## config.mk

```make
export PLATFORM = sky130hd
export DESIGN_NAME = stage_ctl_pipe
export DESIGN_NICKNAME = d
export VERILOG_FILES = /design/src/rtl/stage_ctl_pkg.sv /design/src/rtl/stage_ctl_decoder.sv /design/src/rtl/stage_ctl_regs.sv /design/src/rtl/stage_ctl_pipe.sv
export SDC_FILE = /design/constraint.sdc
export NUM_CORES = 1
export LEC_CHECK = 0
export ABC_AREA = 0
export BUFFER_PORTS_ARGS = -buffer_cell sky130_fd_sc_hd__buf_2
export CORE_ASPECT_RATIO = 0.9
export CORE_MARGIN = 2
export CORE_UTILIZATION = 46
export DETAILED_ROUTE_END_ITERATION = 8
export PLACE_DENSITY = 0.8
export SYNTH_ARGS = -nofsm -noshare
export SYNTH_HDL_FRONTEND = slang
export SYNTH_SLANG_ARGS = --single-unit
```

## constraint.sdc

```tcl
create_clock -name clk -period 1.91 [get_ports clk]
set_clock_uncertainty 0.2 [all_clocks]
set_input_delay 0.2865 -clock clk [delete_from_list [all_inputs] [get_ports clk]]
set_output_delay 0.2865 -clock clk [all_outputs]
set_load 0.01 [all_outputs]
```

## src/rtl/stage_ctl_pkg.sv

```systemverilog
package stage_ctl_pkg;

  localparam int OPC_W = 6;

  localparam logic [OPC_W-1:0] OPC_RFMT  = 6'b000000;
  localparam logic [OPC_W-1:0] OPC_LOAD  = 6'b100011;
  localparam logic [OPC_W-1:0] OPC_STORE = 6'b101011;
  localparam logic [OPC_W-1:0] OPC_BEQ   = 6'b000100;

  typedef struct packed {
    logic       regDst;
    logic [1:0] aluOp;
    logic       aluSrc;
  } exCtl_t;

  typedef struct packed {
    logic branch;
    logic memRead;
    logic memWrite;
  } memCtl_t;

  typedef struct packed {
    logic regWrite;
    logic memToReg;
  } wbCtl_t;

  typedef struct packed {
    exCtl_t  ex;
    memCtl_t mem;
    wbCtl_t  wb;
  } ctlBundle_t;

endpackage

```

## src/rtl/stage_ctl_decoder.sv

```systemverilog
module stage_ctl_decoder
  import stage_ctl_pkg::*;
(
  input  logic [OPC_W-1:0] opcode,
  input  logic             slotValid,
  output ctlBundle_t       ctl
);

  ctlBundle_t rawCtl;

  always_comb begin
    rawCtl = '0;
    unique case (opcode)
      OPC_RFMT: begin
        rawCtl.ex.regDst   = 1'b1;
        rawCtl.ex.aluOp    = 2'b10;
        rawCtl.wb.regWrite = 1'b1;
      end
      OPC_LOAD: begin
        rawCtl.ex.aluSrc   = 1'b1;
        rawCtl.mem.memRead = 1'b1;
        rawCtl.wb.regWrite = 1'b1;
        rawCtl.wb.memToReg = 1'b1;
      end
      OPC_STORE: begin
        rawCtl.ex.aluSrc    = 1'b1;
        rawCtl.mem.memWrite = 1'b1;
      end
      OPC_BEQ: begin
        rawCtl.ex.aluOp    = 2'b01;
        rawCtl.mem.branch  = 1'b1;
      end
      default: rawCtl = '0;
    endcase
  end

  // a bubble carries no strobe at all
  assign ctl = slotValid ? rawCtl : '0;

endmodule

```

## src/rtl/stage_ctl_regs.sv

```systemverilog
module stage_ctl_regs
  import stage_ctl_pkg::*;
#(
  parameter int REG_W = 5
) (
  input  logic             clk,
  input  logic             rst,
  input  ctlBundle_t       idCtl,
  input  logic [REG_W-1:0] idRt,
  input  logic [REG_W-1:0] idRd,
  output exCtl_t           exCtl,
  output memCtl_t          memCtl,
  output wbCtl_t           wbCtl,
  output logic [REG_W-1:0] wbReg
);

  typedef struct packed {
    ctlBundle_t       ctl;
    logic [REG_W-1:0] rt;
    logic [REG_W-1:0] rd;
  } idEx_t;

  typedef struct packed {
    memCtl_t          mem;
    wbCtl_t           wb;
    logic [REG_W-1:0] dst;
  } exMem_t;

  typedef struct packed {
    wbCtl_t           wb;
    logic [REG_W-1:0] dst;
  } memWb_t;

  idEx_t  idExQ;
  exMem_t exMemQ;
  memWb_t memWbQ;

  logic [REG_W-1:0] exDst;

  // destination chosen where the execute-stage select is available
  assign exDst = idExQ.ctl.ex.regDst ? idExQ.rd : idExQ.rt;

  always_ff @(posedge clk) begin
    if (rst) begin
      idExQ  <= '0;
      exMemQ <= '0;
      memWbQ <= '0;
    end else begin
      idExQ.ctl  <= idCtl;
      idExQ.rt   <= idRt;
      idExQ.rd   <= idRd;
      exMemQ.mem <= idExQ.ctl.mem;
      exMemQ.wb  <= idExQ.ctl.wb;
      exMemQ.dst <= exDst;
      memWbQ.wb  <= exMemQ.wb;
      memWbQ.dst <= exMemQ.dst;
    end
  end

  assign exCtl  = idExQ.ctl.ex;
  assign memCtl = exMemQ.mem;
  assign wbCtl  = memWbQ.wb;
  assign wbReg  = memWbQ.dst;

endmodule

```

## src/rtl/stage_ctl_pipe.sv

```systemverilog
module stage_ctl_pipe
  import stage_ctl_pkg::*;
#(
  parameter int INSTR_W = 32,
  parameter int REG_W   = 5,
  parameter int RD_LSB  = 11
) (
  input  logic               clk,
  input  logic               rst,
  input  logic [INSTR_W-1:0] instrWord,
  input  logic               instrValid,
  output logic               exRegDst,
  output logic [1:0]         exAluOp,
  output logic               exAluSrc,
  output logic               memBranch,
  output logic               memRead,
  output logic               memWrite,
  output logic               wbRegWrite,
  output logic               wbMemToReg,
  output logic [REG_W-1:0]   wbRegNum
);

  localparam int RT_LSB  = RD_LSB + REG_W;
  localparam int OPC_LSB = INSTR_W - OPC_W;

  logic             slotValid;
  ctlBundle_t       idCtl;
  logic [REG_W-1:0] idRt;
  logic [REG_W-1:0] idRd;
  exCtl_t           exCtl;
  memCtl_t          memCtl;
  wbCtl_t           wbCtl;

  assign slotValid = instrValid & ~rst;
  assign idRt = slotValid ? instrWord[RT_LSB +: REG_W] : '0;
  assign idRd = slotValid ? instrWord[RD_LSB +: REG_W] : '0;

  stage_ctl_decoder u_dec (
    .opcode    (instrWord[OPC_LSB +: OPC_W]),
    .slotValid (slotValid),
    .ctl       (idCtl)
  );

  stage_ctl_regs #(.REG_W(REG_W)) u_regs (
    .clk    (clk),
    .rst    (rst),
    .idCtl  (idCtl),
    .idRt   (idRt),
    .idRd   (idRd),
    .exCtl  (exCtl),
    .memCtl (memCtl),
    .wbCtl  (wbCtl),
    .wbReg  (wbRegNum)
  );

  assign exRegDst   = exCtl.regDst;
  assign exAluOp    = exCtl.aluOp;
  assign exAluSrc   = exCtl.aluSrc;
  assign memBranch  = memCtl.branch;
  assign memRead    = memCtl.memRead;
  assign memWrite   = memCtl.memWrite;
  assign wbRegWrite = wbCtl.regWrite;
  assign wbMemToReg = wbCtl.memToReg;

endmodule

```

# [After elaboration in Yosys (flattened, before gate mapping)]
# Index checks and enable logic that the tools add are counted.
[word_totals] regBits=34 output_inout_bits=14 elab_cells=35 input_bits=35
[op_classes] n_eq_ne=3 bitwise=3 reduce_logical=4 muxes=8
[op_table] operator="6-bit == test, second input constant" count=2
[op_table] operator="6-bit by 3-bit == test with 1-bit output, second input constant" count=1
[op_table] operator="6-bit zero test" count=1
[op_table] operator="1-bit two-way mux" count=6
[op_table] operator="2-bit OR reduction" count=3
[op_table] operator="5-bit two-way mux" count=1
[op_table] operator="2-bit case mux with 2 select lines" count=1
[op_table] operator="1-bit inverter" count=2
[op_table] operator="1-bit AND" count=1

# [Longest topological paths before layout]
[logic_depth] ltp_word=4 mapped_depth=3 mapped_depth_nobuf=2

# [Cells and area by module]
# A second synthesis with hierarchy kept.
[unflattened] cells_unflattened=115 area_unflattened_um2=1302.5
[by_module_without_submodules] mod="stage_ctl_regs" cells_each=88 area_per_inst_um2=1092.3 instances=1 seq_area_each_um2=720.7
[by_module_without_submodules] mod="stage_ctl_pipe" cells_each=13 area_per_inst_um2=110.1 instances=1 seq_area_each_um2=0.0
[by_module_without_submodules] mod="stage_ctl_decoder" cells_each=14 area_per_inst_um2=100.1 instances=1 seq_area_each_um2=0.0

# [Least setup slack after synthesis]
# Ideal clock, no wire load.
[synth_timing] path_type="input-to-reg" startpoint="input port instrWord[27]" endpoint="register u_regs.idExQ[11] (netlist name)" slack_ns=0.498 setup_ns=0.100 n_path_buf=0 t_required_ns=1.610 arrival_time_ns=1.112 cell_stages=2 cell_sequence="or4_4 > a2111oi_4"
[synth_via] elab_chain_cells=3 elab_cells_between_ends=4 cone_classes="1 x eq/ne; 1 x mux; 2 x reduce/logical"
[synth_lines] item="start: declaration" line_no="stage_ctl_pipe.sv:10" rtl="input logic [INSTR_W-1:0] instrWord,"
[synth_lines] item="6-bit == test or 6-bit zero test (tied branches)" line_no="stage_ctl_decoder.sv:13" rtl="unique case (opcode)"
[synth_lines] item="2-bit OR reduction (no source line) *"
[synth_lines] item="1-bit two-way mux *" line_no="stage_ctl_decoder.sv:13"
[synth_lines] item="end: declaration" line_no="stage_ctl_regs.sv:34" rtl="idEx_t idExQ;"
# Mark *: on every way between the ends. The rest lies on a longest branch, timed or not.
# A chain may end at the register's enable or synchronous reset.

# [Final worst setup path]
[layout_timing] startpoint="register u_regs.idExQ (netlist bit u_regs.exCtl[3])" endpoint="output port exRegDst"
[layout_rtl] item="end: declaration" line_no="stage_ctl_pipe.sv:12" rtl="output logic exRegDst,"
# No word-level cell between the ends.

==> implementation parameters <==
Parameter                              Value

STA
  Setup-violating endpoint count in the final report    0
  Final Hold Fails    0
  Total Neg Setup Slack    0 ns
  Count of final max-slew check failures    0
  RSZ-0062 raised after global routing    no
  Minimum clock period    1.51 ns
  Share of the cycle needed by the critical path after routing    78.9%
  Remaining max-slew budget at the tightest pin    69.0%
  Actual transition at the worst max-transition pin    0.464 ns
  Fmax    0.664 GHz

Setup path
  Kind of cell adding the most delay to the critical path    flip-flops
  Crit path kind    flop to output port
  Required time of the critical path    1.42 ns
  Slowest cell delay on critical path    0.52 ns
  Cell with the biggest individual delay on the critical path    dfxtp_1
  Number of cells on the worst reg-to-reg path    2
  Worst flop-to-flop path endpoint    u_regs.exMemQ[0]
  Number of buffer and inverter instances along the worst setup path    1
  Worst setup SP type    flop
  Setup slack, reg-to-reg    0.79 ns
  Arrival time reported for the critical path endpoint    1.02 ns
  CP cell instances    buf_2
  Highest fanout seen on the critical path    6
  Capturing element type of the critical path    output port
  Startpoint of the most critical register-to-register path    u_regs.exCtl[3]

Detailed routing
  Detailed-routing iteration count for the pre-antenna-repair pass    3
  Number of remaining DRC errors    0
  Vias per cell    4.43
  Via count    665
  Average routed wire per standard cell    10.5 µm
  DRT Wirelength    1580 µm
  Number of nets still failing antenna checks after routing    0
  Number of DRC markers in iteration 0    7

Synthesis
  Dominant combinational cell family by area after synthesis    simple AND/OR/NAND/NOR gates
  Syn_nets    115
  Top cell type by total area after synthesis    dfxtp_1
  Mapped Avg Cell Area    12.3 µm²
  Xor and xnor fraction of the mapped netlist area    0%
  Synth Area in Adders    0%
  Synthesized-area fraction occupied by and/or/nand/nor cells    22.5%
  Number of register bits inferred by synthesis    33
  Mapped Area    986 µm²
  Mux share of post-synthesis cell area    5.08%
  Proportion of synthesized chip area in sequential cells    67.0%
  Async SR Flop Fraction    0%
  Most common library cells after synthesis    dfxtp_1 (33), nor2b_1 (12), and2_1 (10), mux2i_1 (5), nor2_1 (5)
  Area share of the largest cell type after synthesis    67.0%
  Cell types occupying the most area after synthesis    dfxtp_1 (67%), nor2b_1 (7.6%), and2_1 (6.3%)
  Count of warnings emitted by yosys    0
  Number of flops mapped to enable cells by yosys    0
  Synth Flop Type    dfxtp_1
  Post-Synthesis Cells    80
  Count of cell types in the netlist    15
  Most instantiated library cell after synthesis    dfxtp_1
  Synth Area in Compound Gates    2.79%

Power
  Worst ir drop on vdd    0.509 mV
  Clk pwr share    32.0%
  Relative contribution of combinational cells to total power    6.1%
  Proportion of power drawn by flip-flops and latches    62.0%
  LEAKAGE    0.574 nW
  Net switching component of the power    223 µW
  Sw frac    19.6%
  Power per cell area    868 nW/µm²
  Pint    913 µW

Run status
  Run status    completed

Global route
  Maximum number of pins on one net before global-route repair    19
  Wire length of the first global-routing pass    2440 µm
  Number of antenna violations at the first check in global routing    0
  Overall routing resource usage    14.5%
  GRT Residual Overflow    0
  Via count of the first global-routing pass    591

Clocking
  Resized Gates After CTS    0
  Number of setup buffers added after CTS    0
  Clock transition at path regs    0.09 ns
  CTS tree    built
  Sink Count    33
  Hold bufs inserted after CTS    10
  Maximum clock insertion buffer count    2
  TritonCTS Buffers    5
  Root cell of the clock tree    clkbuf_4
  CTS HTree Levels    2
  Latest clock arrival within the worst-skew pair    0.31 ns

Min path
  Beginning of the worst hold path    instrWord[29]
  Path category of the worst min-delay check    input port to flop
  Worst hold stages    2
  Worst Hold End    u_regs.exCtl[3]

Finish
  Non-filler instance count after layout    150
  Final net count    160
  Number of inserted diodes    0
  Fillers    155
  Synthesis-to-finish area growth    32.9%
  Layout cells sized above 1    32.0%

Floorplan
  DIE WIDTH    52.8 µm
  Core outline area    1970 µm²
  Top-level port count    49
  Initial cell density of the core    50.0%
  Floorplan die height    47.9 µm
  Floorplan row count    15
  Die outline area    2530 µm²

Place
  Quantity of I/O buffers inserted on ports    32
  # placed instances    133
  Weighted congestion reported at the end of routability-driven placement    0.659

Flow run
  Max-cap check violation count    0
==> power groups by stage <==
stage	logic, mW	clock network (mW)	registers, mW
2_1_floorplan	0.0219	0	0.721
3_3_place_gp	0.0497	0	0.720
3_5_place_dp	0.0528	0	0.721
4_1_cts	0.0684	0.379	0.704
5_1_grt	0.0769	0.405	0.705
6_report	0.0691	0.363	0.704
==> stage by stage <==
stage | hold WS, ns | util (%) | setup slack [ns] | power (mW) | instance area [µm²]
floorplan | 0.158 | - | 0.498 | 0.743 | 986
global placement | 0.219 | 58.6 | 0.360 | 0.770 | 1150
detailed placement | 0.220 | 58.6 | 0.332 | 0.774 | 1150
CTS | 0.0295 | 66.5 | 0.393 | 1.15 | 1310
global route | 0.0446 | 66.5 | 0.341 | 1.19 | 1310
finish | 0.0457 | 66.5 | 0.404 | 1.14 | 1310
==> worst max path at each step <==
stage	from	end	slack, ns	depth (start not counted)
2_1_floorplan	instrWord[27]	u_regs.idExQ[11]	0.50	2
5_1_grt	u_regs.exCtl[3]	exRegDst	0.34	1
3_3_place_gp	instrWord[27]	u_regs.idExQ[11]	0.36	3
3_5_place_dp	instrWord[27]	u_regs.idExQ[11]	0.33	3
6_report	u_regs.exCtl[3]	exRegDst	0.40	1
4_1_cts	u_regs.exCtl[3]	exRegDst	0.39	1
==> cell usage in the layout, fill, tap and decap left out <==
cell type / synthesis / routed
mux2i_1: 5 / 5
nand4b_1: 1 / 1
a2111oi_4: 1 / 1
or4_4: 1 / 1
nor3_1: 1 / 1
buf_2: 0 / 32
clkbuf_4: 0 / 5
dfxtp_1: 33 / 33
dlygate4sd3_1: 0 / 10
nor4b_1: 1 / 1
nand2b_1: 1 / 1
inv_1: 1 / 1
clkbuf_1: 2 / 1
nor2b_1: 12 / 12
and2_1: 10 / 10
clkbuf_8: 0 / 1
nor2_1: 5 / 5
nor4_1: 4 / 4
==> cell families (layout without fill, tap and decap cells) <==
kind of cell           count (synthesis)  count (layout)
muxes                                  5               5
and+or+nand+nor                       36              36
buffers and inverters                  5              50
AOI/OAI and AO/OA                      1               1
DFF                                   33              33
==> area by class of cell <==
cell class              count  area, µm²  share of cell area (%)
well taps                  25       31.3                    2.39
flip-flops and latches     33        661                    50.4
multi-input cells          42        299                    22.8
inverters                   1       3.75                   0.287
clock buffers               7       55.1                    4.20
repair buffers             42        260                    19.9
==> state kept, by name (all words and copies together) (netlist names) <==
signal,cells
u_regs.idExQ,13
u_regs.memCtl,3
u_regs.wbReg,5
u_regs.wbCtl,2
u_regs.exCtl,4
u_regs.exMemQ,6
==> routing by layer <==
| layer | GRT usage (%) | share of wire (%) | vias to the layer above |
|---|---|---|---|
| met5 | 0 | 0 | - |
| met4 | 12.3 | 1.7 | 0 |
| met3 | 4.69 | 5.9 | 2 |
| met2 | 28.5 | 56 | 21 |
| met1 | 12.0 | 36 | 294 |
| li1 | - | - | 348 |
No activity file was read; power rests on OpenSTA's default activity.
